`src/rtl/trb_pkg.sv`:
```
package trb_pkg;
  typedef enum logic [0:0] {
    RD_IDLE   = 1'b0,
    RD_ACTIVE = 1'b1
  } rd_state_e;
endpackage

```
`src/rtl/trb_wr_ctrl.sv`:
```
module trb_wr_ctrl #(
  parameter int unsigned ADDR_W = 8
) (
  input  logic              clk_i,
  input  logic              rst_ni,
  output logic              we_o,
  output logic [ADDR_W-1:0] wptr_o
);
  logic [ADDR_W-1:0] wptr_q;

  always_ff @(posedge clk_i or negedge rst_ni) begin
    if (!rst_ni) wptr_q <= '0;
    else         wptr_q <= wptr_q + ADDR_W'(1);
  end

  assign we_o   = 1'b1;
  assign wptr_o = wptr_q;
endmodule

```
`src/rtl/trb_mem.sv`:
```
module trb_mem #(
  parameter int unsigned DATA_W = 10,
  parameter int unsigned DEPTH  = 256,
  localparam int unsigned ADDR_W = $clog2(DEPTH)
) (
  input  logic              clk_i,
  input  logic              we_i,
  input  logic [ADDR_W-1:0] waddr_i,
  input  logic [DATA_W-1:0] wdata_i,
  input  logic [ADDR_W-1:0] raddr_i,
  output logic [DATA_W-1:0] rdata_o
);
  logic [DATA_W-1:0] store_q [DEPTH];

  always_ff @(posedge clk_i) begin
    if (we_i) store_q[waddr_i] <= wdata_i;
  end

  // read is combinational so the output stage can fetch every cycle
  assign rdata_o = store_q[raddr_i];
endmodule

```
`src/rtl/trb_rd_ctrl.sv`:
```
module trb_rd_ctrl
  import trb_pkg::*;
#(
  parameter int unsigned DATA_W = 10,
  parameter int unsigned ADDR_W = 8
) (
  input  logic              clk_i,
  input  logic              rst_ni,
  input  logic              trig_i,
  input  logic [ADDR_W-1:0] wptr_i,
  input  logic [ADDR_W-1:0] latency_i,
  input  logic [ADDR_W-1:0] win_len_i,
  output logic [ADDR_W-1:0] raddr_o,
  input  logic [DATA_W-1:0] rdata_i,
  output logic              out_valid_o,
  input  logic              out_ready_i,
  output logic [DATA_W-1:0] out_data_o,
  output logic              out_sow_o,
  output logic              out_eow_o,
  output logic              busy_o,
  output logic              overflow_o
);
  logic [ADDR_W-1:0] win_eff, lat_eff;
  logic [ADDR_W-1:0] rd_addr_q, left_q;
  logic              first_q;
  logic              valid_q, sow_q, eow_q, ovf_q;
  logic [DATA_W-1:0] data_q;
  rd_state_e         state;
  logic              busy, accept, load;

  assign win_eff = (win_len_i == '0) ? ADDR_W'(1) : win_len_i;
  assign lat_eff = (latency_i < win_eff) ? win_eff : latency_i;

  assign state  = (left_q != '0) ? RD_ACTIVE : RD_IDLE;
  assign busy   = (state == RD_ACTIVE) || valid_q;
  assign accept = trig_i && !busy;
  assign load   = (state == RD_ACTIVE) && (!valid_q || out_ready_i);

  always_ff @(posedge clk_i or negedge rst_ni) begin
    if (!rst_ni) begin
      rd_addr_q <= '0;
      left_q    <= '0;
      first_q   <= 1'b0;
    end else if (accept) begin
      rd_addr_q <= wptr_i - lat_eff;
      left_q    <= win_eff;
      first_q   <= 1'b1;
    end else if (load) begin
      rd_addr_q <= rd_addr_q + ADDR_W'(1);
      left_q    <= left_q - ADDR_W'(1);
      first_q   <= 1'b0;
    end
  end

  always_ff @(posedge clk_i or negedge rst_ni) begin
    if (!rst_ni) begin
      valid_q <= 1'b0;
      data_q  <= '0;
      sow_q   <= 1'b0;
      eow_q   <= 1'b0;
    end else if (load) begin
      valid_q <= 1'b1;
      data_q  <= rdata_i;
      sow_q   <= first_q;
      eow_q   <= (left_q == ADDR_W'(1));
    end else if (out_ready_i) begin
      valid_q <= 1'b0;
      sow_q   <= 1'b0;
      eow_q   <= 1'b0;
    end
  end

  always_ff @(posedge clk_i or negedge rst_ni) begin
    if (!rst_ni)             ovf_q <= 1'b0;
    else if (trig_i && busy) ovf_q <= 1'b1;
  end

  assign raddr_o     = rd_addr_q;
  assign out_valid_o = valid_q;
  assign out_data_o  = data_q;
  assign out_sow_o   = sow_q;
  assign out_eow_o   = eow_q;
  assign busy_o      = busy;
  assign overflow_o  = ovf_q;

  AST_HOLD_STALL: assert property (@(posedge clk_i) disable iff (!rst_ni)
    valid_q && !out_ready_i |=> valid_q && $stable(data_q) && $stable(sow_q) && $stable(eow_q));
  AST_OVF_STICKY: assert property (@(posedge clk_i) disable iff (!rst_ni)
    ovf_q |=> ovf_q);
  AST_OVF_CAUSE: assert property (@(posedge clk_i) disable iff (!rst_ni)
    $rose(ovf_q) |-> $past(trig_i && busy));
  AST_BUSY_AFTER_TRIG: assert property (@(posedge clk_i) disable iff (!rst_ni)
    trig_i && !busy |=> busy_o);
  AST_EOW_ENDS: assert property (@(posedge clk_i) disable iff (!rst_ni)
    valid_q && out_ready_i && eow_q |=> !valid_q);
  AST_MARKS_WITH_VALID: assert property (@(posedge clk_i) disable iff (!rst_ni)
    (out_sow_o || out_eow_o) |-> out_valid_o);
endmodule

```
`src/rtl/trig_ring_buffer.sv`:
```
module trig_ring_buffer #(
  parameter int unsigned DATA_W = 10,
  parameter int unsigned DEPTH  = 256,
  localparam int unsigned ADDR_W = $clog2(DEPTH)
) (
  input  logic              clk_i,
  input  logic              rst_ni,
  input  logic [DATA_W-1:0] sample_i,
  input  logic              trig_i,
  input  logic [ADDR_W-1:0] latency_i,
  input  logic [ADDR_W-1:0] win_len_i,
  output logic              out_valid_o,
  input  logic              out_ready_i,
  output logic [DATA_W-1:0] out_data_o,
  output logic              out_sow_o,
  output logic              out_eow_o,
  output logic              busy_o,
  output logic              overflow_o
);
  logic              we;
  logic [ADDR_W-1:0] wptr, raddr;
  logic [DATA_W-1:0] rdata;

  trb_wr_ctrl #(.ADDR_W(ADDR_W)) u_wr (
    .clk_i (clk_i),
    .rst_ni(rst_ni),
    .we_o  (we),
    .wptr_o(wptr)
  );

  trb_mem #(.DATA_W(DATA_W), .DEPTH(DEPTH)) u_mem (
    .clk_i  (clk_i),
    .we_i   (we),
    .waddr_i(wptr),
    .wdata_i(sample_i),
    .raddr_i(raddr),
    .rdata_o(rdata)
  );

  trb_rd_ctrl #(.DATA_W(DATA_W), .ADDR_W(ADDR_W)) u_rd (
    .clk_i      (clk_i),
    .rst_ni     (rst_ni),
    .trig_i     (trig_i),
    .wptr_i     (wptr),
    .latency_i  (latency_i),
    .win_len_i  (win_len_i),
    .raddr_o    (raddr),
    .rdata_i    (rdata),
    .out_valid_o(out_valid_o),
    .out_ready_i(out_ready_i),
    .out_data_o (out_data_o),
    .out_sow_o  (out_sow_o),
    .out_eow_o  (out_eow_o),
    .busy_o     (busy_o),
    .overflow_o (overflow_o)
  );

  AST_RESET_QUIET: assert property (@(posedge clk_i)
    !rst_ni |=> !out_valid_o && !overflow_o);
endmodule

```
`config.mk`:
```
export PLATFORM = sky130hd
export DESIGN_NAME = trig_ring_buffer
export DESIGN_NICKNAME = d
export VERILOG_FILES = /design/src/rtl/trb_pkg.sv /design/src/rtl/trb_wr_ctrl.sv /design/src/rtl/trb_mem.sv /design/src/rtl/trb_rd_ctrl.sv /design/src/rtl/trig_ring_buffer.sv
export SDC_FILE = /design/constraint.sdc
export NUM_CORES = 2
export LEC_CHECK = 0
export CAP_MARGIN = 20
export CORE_UTILIZATION = 45
export DETAILED_ROUTE_END_ITERATION = 8
export MAX_ROUTING_LAYER = met4
export PLACE_DENSITY_LB_ADDON = 0.15
export RECOVER_POWER = 50
export SYNTH_ARGS = -nofsm -noshare
export SYNTH_HDL_FRONTEND = slang
export SYNTH_SLANG_ARGS = --single-unit
export TNS_END_PERCENT = 1
```
`constraint.sdc`:
```
create_clock -name clk_i -period 2.9 [get_ports clk_i]
set_input_delay 0.29 -clock clk_i [delete_from_list [all_inputs] [get_ports clk_i]]
set_output_delay 0.29 -clock clk_i [all_outputs]
set_load 0.03 [all_outputs]
```
==> results.cfg <==
[run_status]
outcome = complete, but fails checks
violations = capacitance limit, slew limit, setup timing

[sta]
fin_ws_ns = -0.316
fin_skew_ns = 0.0450
fin_crit_sh_pct = 111
worst_slew_pin_slew_ns = 2.74
fmax_mhz = 311
hold_viol_final = 0
setup_viol = 11
grt_setup_unrepaired = yes
timing.hold.ws_ns = 0.0880
slew_violations = 916
relSlewSlack_pct = -82.4
min_period_ns = 3.22

[yosys]
yosysUniqueCellTypes = 69
synthCells = 4539
synth_mux_area_share_pct = 17.3
synthArstFlopShare_pct = 1.50
synth-seq-area-share_pct = 76.8
synth_top_family_by_area = multiplexers
ys_ff_latch = 2599
syn_avg_cell_area_um2 = 22.3
synth_edf_count = 2560
ys.flop_type = edfxtp_1
synth_adder_area_share_pct = 0.279
ys_warn_count = 0
netlist_area_um2 = 101000
synth-simple-area-share_pct = 2.23
syn-num-nets = 4591
synth_compound_area_share_pct = 1.62
yosys.area_share.xor_xnor_pct = 0.182

[grt]
antenna_found_initial = 14
grt_max_degree = 133
grt.total_usage_pct = 25.2
overflow = 0
grt_pass1_wl_um = 395000
grt_pass1_vias = 51900

[hold_path]
hp-start = out_ready_i
hp-class = input pin to flop

[setup_path]
end_kind = flop
r2r-start = u_rd.raddr_o[0]
critPathMaxFanout = 7
startpoint_type = flop
crit_start = u_rd.raddr_o[0]
arrival_ns = 4.02
crit_type = flop to flop
crit_required_ns = 3.70

[layout]
area_growth_syn_to_layout_pct = 19.3
post-route-util_pct = 54.2
drive_gt1_share_pct = 35.4
nets = 5538

[power]
power_frac_comb_pct = 32.0
swShare_pct = 29.8
pwr-share-clk_pct = 30.6
p_int_mw = 79.0
vdd_drop_max_mv = 0.559
power_density_nw_per_um2 = 931
power_leakage_nw = 39.4
switchingPower_mw = 33.6
seq_power_share_pct = 37.4
p_total_mw = 113

[floorplanning]
die_w_um = 477
initial_utilization_pct = 45.4
coreArea_um2 = 223000
die_h_um = 477
die_area_um2 = 227000
io_pins = 45
fp-row-count = 173

[place]
place_congestion = 0.885
dp_hpwl_um = 177000
port_buffers = 44

[route]
dr.pass1.iters = 5
drt.antenna.violating_nets = 0
routedWlPerCell_um = 32.0
viasPerCell = 5.95
dr_total_vias = 51600
wl_um = 278000
drt_iter0_markers = 5730
drc_errors = 0

[clock_network]
cts_root_buffer = clkbuf_16
cts_buffer_depth = 4
clk_pin_slew_ns = 0.06
cts_buffers = 286
cts_max_level = 5
cts_tree = done
worstSkewPairLatency_ns = 0.93
clock-sinks = 2599

[flow_run]
drv_cap = 10
-- flip-flops by register name, summed over array words and instances, names as in the netlist --
signal,cells
u_rd.overflow_o,1
u_rd.out_sow_o,1
u_rd.first_q,1
u_rd.out_valid_o,1
u_wr.wptr_o,8
u_rd.out_eow_o,1
u_rd.raddr_o,8
u_mem.store_q,2560
u_rd.out_data_o,10
u_rd.left_q,8
-- power by group through the flow --
stage / logic [mW] / clock network, mW / registers, mW
6_report: 36.1 / 34.4 / 42.1
5_1_grt: 37.5 / 36.4 / 42.0
4_1_cts: 36.0 / 35.0 / 42.0
3_5_place_dp: 34.3 / 0 / 42.8
3_3_place_gp: 34.3 / 0 / 42.8
2_1_floorplan: 19.0 / 0 / 42.5
-- critical path, cell delays in order, from the launching register on --
cell,delay (ns)
dfrtp_4,0.46
buf_12,0.15
buf_16,0.19
buf_8,0.14
mux4_2,0.49
mux4_2,0.61
a22o_1,0.24
a221oi_2,0.21
buf_4,0.17
nor3_2,0.03
a31oi_1,0.16
buf_4,0.16
nand3_2,0.05
-- final cells by class --
type | instances | area (um^2)
flip-flops and latches | 2599 | 77900
inverters | 19 | 71.3
repair buffers | 919 | 8320
clock buffers | 351 | 7610
well taps | 2975 | 3720
fillers | 17100 | 102000
diodes | 7 | 17.5
clock inverters | 144 | 1100
multi-input cells | 1661 | 22200
-- cell usage after synthesis, types with 21 or more instances --
cell	count	area share [%]
a21oi_1	38	0.19
a22oi_1	28	0.21
buf_2	62	0.31
buf_4	46	0.34
buf_6	32	0.36
clkbuf_1	101	0.37
dfrtp_1	39	0.96
edfxtp_1	2560	76
ha_1	21	0.26
mux2i_1	153	1.5
mux4_2	696	15
nand2_1	72	0.27
nand3_1	32	0.16
nor2_1	298	1.1
o21ai_0	38	0.19
o22ai_1	27	0.17
-- kinds of logic (layout without fill, tap and decap cells) --
group | Yosys count | count (layout)
and+or+nand+nor | 514 | 514
buffers and inverters | 279 | 1433
DFF | 2599 | 2599
AOI/OAI and AO/OA | 238 | 238
other | 0 | 7
adders and majority gates | 22 | 22
muxes | 866 | 866
xor gates and xnor gates | 21 | 21
-- metal layers --
layer | wire [um] | track usage (%) | up-vias
li1 | - | - | 21100
met4 | 6820 | 6.31 | 0
met3 | 20900 | 3.96 | 397
met1 | 121000 | 37.0 | 28100
met2 | 129000 | 37.2 | 2082
met5 | 0 | - | -
-- final timing paths --
| check | to | slack (ns) | depth (start not counted) |
|---|---|---|---|
| max reg2reg | u_rd.out_data_o[3] | -0.32 | 12 |
| min in group asynchronous | u_wr.wptr_o[6] | 0.98 | 4 |
| max in group asynchronous | u_rd.raddr_o[0] | 0.62 | 4 |
| min | u_rd.out_sow_o | 0.09 | 3 |
| min reg2reg | u_rd.overflow_o | 0.47 | 1 |
| max | u_rd.out_data_o[3] | -0.32 | 12 |
-- cell usage in the layout (no fill, tap or decap), types with 18 or more instances in the layout --
cell	count
a21oi_1	35
clkinv_1	74
buf_4	714
edfxtp_1	2560
clkdlybuf4s50_1	32
clkbuf_1	61
a22oi_1	25
o22ai_1	25
ha_1	19
nand2_1	56
buf_12	69
nor2_1	295
clkbuf_16	296
nand3_1	31
o21ai_0	32
inv_1	18
mux4_2	697
mux2i_1	151
clkbuf_2	23
clkinv_2	39
dfrtp_1	32
-- what timing repair did --
item                       4_1_cts  5_1_grt
hold buffers                    15        0
setup buffers                   29        4
resized for setup               77       26
pin swaps                        8        7
cloned                           7        1
hold endpoints to repair       707        0
setup endpoints to repair       11       12
-- metrics by stage --
stage | worst slack (ns) | TNS, ns | cells | cell area, um^2
3_3_place_gp | -0.871 | -9.49 | 8117 | 111000
6_report | -0.316 | -2.52 | 8675 | 121000
2_1_floorplan | 0.00613 | 0 | 4539 | 101000
5_1_grt | -0.357 | -32.86 | 8673 | 121000
3_5_place_dp | -0.733 | -8.69 | 8117 | 111000
4_1_cts | -0.283 | -2.53 | 8663 | 121000
Power figures use the tool's default switching activity.
